## src/rtl/iir_unfold2_pkg.sv

```systemverilog
package iir_unfold2_pkg;

    localparam int unsigned SAMPLE_W = 16;
    localparam int unsigned FRAC_W   = 15;
    localparam int unsigned LOOP_W   = 9;

    // Delay, in blocks, on the feedback edge leaving lane `lane`
    // when a loop of `loop_dly` samples is unfolded by two.
    function automatic int feedback_depth(input int lane, input int loop_dly);
        return (lane + loop_dly) / 2;
    endfunction

    // An odd loop length sends each lane's result to the other lane.
    function automatic bit lanes_cross(input int loop_dly);
        return (loop_dly % 2) == 1;
    endfunction

endpackage

```

## src/rtl/iir_unfold2_delay_line.sv

```systemverilog
module iir_unfold2_delay_line #(
    parameter int W     = 16,
    parameter int DEPTH = 4
) (
    input  logic                clk,
    input  logic                rst_n,
    input  logic                shift_en,
    input  logic signed [W-1:0] din,
    output logic signed [W-1:0] dout
);

    logic signed [W-1:0] stage [DEPTH];

    always_ff @(posedge clk or negedge rst_n) begin
        if (!rst_n) begin
            for (int i = 0; i < DEPTH; i++) begin
                stage[i] <= '0;
            end
        end else if (shift_en) begin
            stage[0] <= din;
            for (int i = 1; i < DEPTH; i++) begin
                stage[i] <= stage[i-1];
            end
        end
    end

    assign dout = stage[DEPTH-1];

endmodule

```

## src/rtl/iir_unfold2_lane_mac.sv

```systemverilog
module iir_unfold2_lane_mac #(
    parameter int W    = 16,
    parameter int FRAC = 15
) (
    input  logic signed [W-1:0] coef,
    input  logic signed [W-1:0] fb,
    input  logic signed [W-1:0] xin,
    output logic signed [W-1:0] yout
);

    localparam int PW = 2 * W;
    localparam int XW = PW + 2;
    localparam logic signed [XW-1:0] RND  = {{(XW-FRAC){1'b0}}, 1'b1, {(FRAC-1){1'b0}}};
    localparam logic signed [XW-1:0] MAXV = {{(XW+1-W){1'b0}}, {(W-1){1'b1}}};
    localparam logic signed [XW-1:0] MINV = {{(XW+1-W){1'b1}}, {(W-1){1'b0}}};

    logic signed [PW-1:0] prod;
    logic signed [XW-1:0] prod_x;
    logic signed [XW-1:0] prod_rnd;
    logic signed [XW-1:0] sum;

    always_comb begin
        prod     = coef * fb;
        prod_x   = {{2{prod[PW-1]}}, prod};
        prod_rnd = (prod_x + RND) >>> FRAC;
        sum      = prod_rnd + {{(XW-W){xin[W-1]}}, xin};
        if (sum > MAXV) begin
            yout = MAXV[W-1:0];
        end else if (sum < MINV) begin
            yout = MINV[W-1:0];
        end else begin
            yout = sum[W-1:0];
        end
    end

endmodule

```

## src/rtl/iir_unfold2.sv

```systemverilog
module iir_unfold2
    import iir_unfold2_pkg::*;
#(
    parameter int W        = SAMPLE_W,
    parameter int FRAC     = FRAC_W,
    parameter int LOOP_DLY = LOOP_W
) (
    input  logic                clk,
    input  logic                rst_n,
    input  logic                in_valid,
    input  logic signed [W-1:0] coef,
    input  logic signed [W-1:0] x_even,
    input  logic signed [W-1:0] x_odd,
    output logic signed [W-1:0] y_even,
    output logic signed [W-1:0] y_odd
);

    localparam int DEPTH_FROM_EVEN = feedback_depth(0, LOOP_DLY);
    localparam int DEPTH_FROM_ODD  = feedback_depth(1, LOOP_DLY);

    logic signed [W-1:0] tap_from_even;
    logic signed [W-1:0] tap_from_odd;
    logic signed [W-1:0] fb_even;
    logic signed [W-1:0] fb_odd;

    iir_unfold2_delay_line #(.W(W), .DEPTH(DEPTH_FROM_EVEN)) u_hist_even (
        .clk      (clk),
        .rst_n    (rst_n),
        .shift_en (in_valid),
        .din      (y_even),
        .dout     (tap_from_even)
    );

    iir_unfold2_delay_line #(.W(W), .DEPTH(DEPTH_FROM_ODD)) u_hist_odd (
        .clk      (clk),
        .rst_n    (rst_n),
        .shift_en (in_valid),
        .din      (y_odd),
        .dout     (tap_from_odd)
    );

    generate
        if (lanes_cross(LOOP_DLY)) begin : g_cross
            assign fb_even = tap_from_odd;
            assign fb_odd  = tap_from_even;
        end else begin : g_self
            assign fb_even = tap_from_even;
            assign fb_odd  = tap_from_odd;
        end
    endgenerate

    iir_unfold2_lane_mac #(.W(W), .FRAC(FRAC)) u_mac_even (
        .coef (coef),
        .fb   (fb_even),
        .xin  (x_even),
        .yout (y_even)
    );

    iir_unfold2_lane_mac #(.W(W), .FRAC(FRAC)) u_mac_odd (
        .coef (coef),
        .fb   (fb_odd),
        .xin  (x_odd),
        .yout (y_odd)
    );

endmodule

```

## config.mk

```make
export PLATFORM = sky130hd
export DESIGN_NAME = iir_unfold2
export DESIGN_NICKNAME = d
export VERILOG_FILES = /design/src/rtl/iir_unfold2_pkg.sv /design/src/rtl/iir_unfold2_delay_line.sv /design/src/rtl/iir_unfold2_lane_mac.sv /design/src/rtl/iir_unfold2.sv
export SDC_FILE = /design/constraint.sdc
export NUM_CORES = 2
export LEC_CHECK = 0
export BUFFER_PORTS_ARGS = -buffer_cell sky130_fd_sc_hd__buf_4
export CAP_MARGIN = 20
export CORE_UTILIZATION = 55
export DETAILED_ROUTE_END_ITERATION = 10
export GPL_TIMING_DRIVEN = 0
export HOLD_SLACK_MARGIN = 0.15
export PLACE_DENSITY_LB_ADDON = 0.25
export SLEW_MARGIN = 25
export SYNTH_ARGS = -nofsm -noshare
export SYNTH_HDL_FRONTEND = slang
export SYNTH_SLANG_ARGS = --single-unit
```

## constraint.sdc

```tcl
create_clock -name clk -period 11 [get_ports clk]
set_input_delay 0.55 -clock clk [delete_from_list [all_inputs] [get_ports clk]]
set_output_delay 0.55 -clock clk [all_outputs]
set_load 0.01 [all_outputs]
```

==> out/summary.md <==
The proportion of register bits with asynchronous set or reset after synthesis is 100.0%, and the clock insertion delay at the later pin of the skew report is 420 ps. The clock slew seen by the registers of the worst setup and hold paths was 60 ps; the standard cell core area was 0.04775 mm^2. Setup violations remaining at the end of the flow were counted as 0.

Of the available clock period, the critical path in the final layout requires 94.55%. The total global routing track utilization is 28.98%, and the layout cell share with drive strength beyond 1 is 10.19%. Detailed placement finished with a half-perimeter wire length of 57.53 mm. Across the run, the number of max-cap violations was 0.

In this run the tool buffered the top-level ports with 81 buffer cells. During I/O placement, the number of pins put on the boundary was 83. Headroom to the max-slew limit came out at 39.28%. The number of synthesized flops with an enable pin was 0. The number of nets in the finished design is 3611, and the H-tree depth is 4.

Across the routed clock network, the largest skew measured is 8.687 ps. The logs give 0.9467 for the placer's final routability congestion estimate and 0.02872 mm^2 for the finished layout cell area. TritonCTS built the clock tree. At the worst endpoint, the arrival time is 9850 ps. The minimum period implied by the final worst setup slack works out to 10400 ps. In this run the cell area of the synthesized design comes to 0.02665 mm^2. The tree built by TritonCTS fans out to 144 sinks.

The first routing iteration left 1092 violations. In the final routed layout, each cell accounts on average for 19.46 um. After detailed routing, the number of vias per cell comes to 5.537. Synthesis produced a netlist whose cell count is 2728.

After global routing the overflow that remains totals 0. Row generation in the floorplan step produced 80 rows. The clock passes through at most 2 buffers. Average cell area after synthesis: 9.768 um^2. The highest attainable clock frequency was 96.15 MHz; the clock buffer count from CTS was 17. The die boundary width was 222.1 um; the actual transition at the worst max-transition pin was 910.8 ps. The run gives 80 as the maximum number of pins on one net before global-route repair.

The starting utilization of the core area is 55.81%, and the number of nets in the synthesized netlist is 3507. Cells fill 60.15% of the core in the end. The placed cell area is 0.02806 mm^2, and the register bit total from synthesis is 144. The number of non-filler instances in the completed layout is 3460, and the total vias in the final route is 19160. The final hold violation count is 0, and the area growth from synthesis to layout is 7.771%.

For this run, the slowest stage of the critical path takes 680 ps. For the number of library cell types mapped by synthesis, the log shows 73. The sequential element share of the synthesized area was 13.52%; the DRC violations left was 0. The worst setup path is of the reg -> out kind.

For the count of placed standard cells including taps, the log shows 3425. The run finished with clean final reports. In this run the vertical extent of the chip is 222.1 um. Number of antenna violations at the first check in global routing: 2. The run gives 548.0 ps as the minimum setup slack after placement. The number of routed nets with antenna violations was 0; the count of pins over their slew limit was 0.

The slack of the critical path was 599.6 ps; the number of antenna cells inserted was 0. At the worst endpoint, the required time is 10450 ps. Slowest stage cell on the critical path: fa_1. The most common flop cell mapped by yosys was dfrtp_1.

Wires add up to 67.32 mm. The maximum fanout along the worst path works out to 10. For this run, the number of Yosys warnings is 0.

For the via count of the first global-routing pass, the log shows 20740. The path class of the tightest hold or removal check is reg -> reg. For this run, the detailed router's first-pass iteration total came to 7.

CTS placed an instance of clkbuf_16 at the clock tree root. The floorplan step defined a die boundary enclosing 0.04933 mm^2. STA classifies the critical path startpoint as a flip-flop. For the wire length of the first global-routing pass, the log shows 109.7 mm.

The worst setup path is captured at an output port.
==> synth_stat cells, types with 10 or more instances <==
master    count  area [um^2]
inv_1       601         2256
fa_1        536        10730
nand2_1     295         1107
and2_1      233         1458
ha_1        192         2402
dfrtp_1     144         3603
mux2_2      119         1340
clkbuf_1    103        386.6
a21oi_1      67        335.3
nor2_1       66        247.7
o21ai_0      55        275.3
xnor2_1      48        420.4
a21o_1       27        202.7
xor2_1       26        227.7
nand2b_1     19        118.9
nor3_1       16        80.08
a211oi_1     14        105.1
nand3_1      14        70.07
nand4_1      11        68.82
o31ai_1      11        82.58
o211ai_1     10        75.07
==> worst max-delay path, delay by kind of cell, from the launching register on <==
kind,cells,cell delay (ps)
fa+ha+maj,8,3860
compound gates,8,2010
buf+inv,9,1510
simple gates,7,1280
xor+xnor,1,170
flops,1,580
==> repair_timing <==
action,in CTS,in global routing
hold buffers,1,0
gates resized for setup,0,16
endpoints found under the hold margin,74,0
buffers inserted,0,2
setup endpoints to repair,0,30
==> cells by family (layout without fill, tap and decap cells) <==
| group | after synthesis | in the layout | synth area share, % |
|---|---|---|---|
| adder cells (fa/ha/maj) | 728 | 728 | 49.28 |
| buffers and inverters | 713 | 830 | 10.13 |
| AND/OR/NAND/NOR | 681 | 681 | 12.52 |
| AO/OA/AOI/OAI | 262 | 262 | 6.724 |
| flip-flops | 144 | 144 | 13.52 |
| multiplexers | 126 | 126 | 5.386 |
| XOR/XNOR | 74 | 74 | 2.432 |
==> registers in the layout, indices dropped and copies added, names as in the netlist <==
register and count:
u_hist_odd.stage 64, u_hist_even.stage 48, u_hist_even.dout 16, u_hist_odd.dout 16
==> cells in the final DEF, fill, tap and decap left out, drive strengths merged, types with 3 or more instances in the layout <==
cell / count
xnor2: 48
nand2b: 19
nor3: 16
fa: 536
clkbuf: 125
nor2b: 9
and2: 233
clkinvlp: 5
nor2: 67
a221oi: 4
o21bai: 5
o31ai: 11
nand4: 11
or3: 4
a211o: 3
o211ai: 10
a21oi: 76
mux2: 124
a31o: 3
and3: 4
a31oi: 10
clkinv: 4
ha: 192
nand2: 295
o21a: 7
a2111oi: 4
dfrtp: 144
buf: 92
a211oi: 15
a21o: 27
inv: 601
o221ai: 4
o21ai: 63
nand3: 14
a311oi: 3
xor2: 26
==> metrics by stage <==
step | setup TNS, ps | hold WS (ps)
4_1_cts | 0 | 502.4
3_5_place_dp | 0 | 478.3
2_1_floorplan | 0 | 254.4
6_report | 0 | 499.8
5_1_grt | -28.42 | 515.1
3_3_place_gp | 0 | 472.3
==> area by class of cell <==
| type | count | area, um^2 |
|---|---|---|
| Clock inverter | 11 | 132.6 |
| Multi-Input combinational cell | 1871 | 20370 |
| Clock buffer | 21 | 470.5 |
| Buffer | 112 | 449.2 |
| Timing Repair Buffer | 85 | 668.1 |
| Sequential cell | 144 | 3606 |
| Inverter | 601 | 2256 |
| Tap cell | 615 | 769.5 |
| Fill cell | 4066 | 19030 |
==> final timing paths <==
check                                        end  depth (start not counted)                   from  slack [ps]
max                                    y_even[0]                         33     u_hist_odd.dout[1]         600
max reg2reg                 u_hist_odd.stage[73]                         31    u_hist_even.dout[9]        1380
min                         u_hist_even.dout[10]                          1  u_hist_even.stage[26]         500
max in group asynchronous   u_hist_odd.stage[46]                          3                  rst_n        9590
min reg2reg                 u_hist_even.dout[10]                          1  u_hist_even.stage[26]         500
min in group asynchronous  u_hist_even.stage[57]                          2                  rst_n         690
==> metal layers <==
metal,global-route usage [%],share of wire (%),vias up
li1,-,-,8526
met4,8.647,3.0,4
met3,4.135,7.0,124
met5,0,0.034,-
met2,49.14,49,611
met1,38.68,41,9892
Power is left out: the tool's default activity adds up to more than one toggle a clock period on the data nets, which glitch-free logic cannot reach.
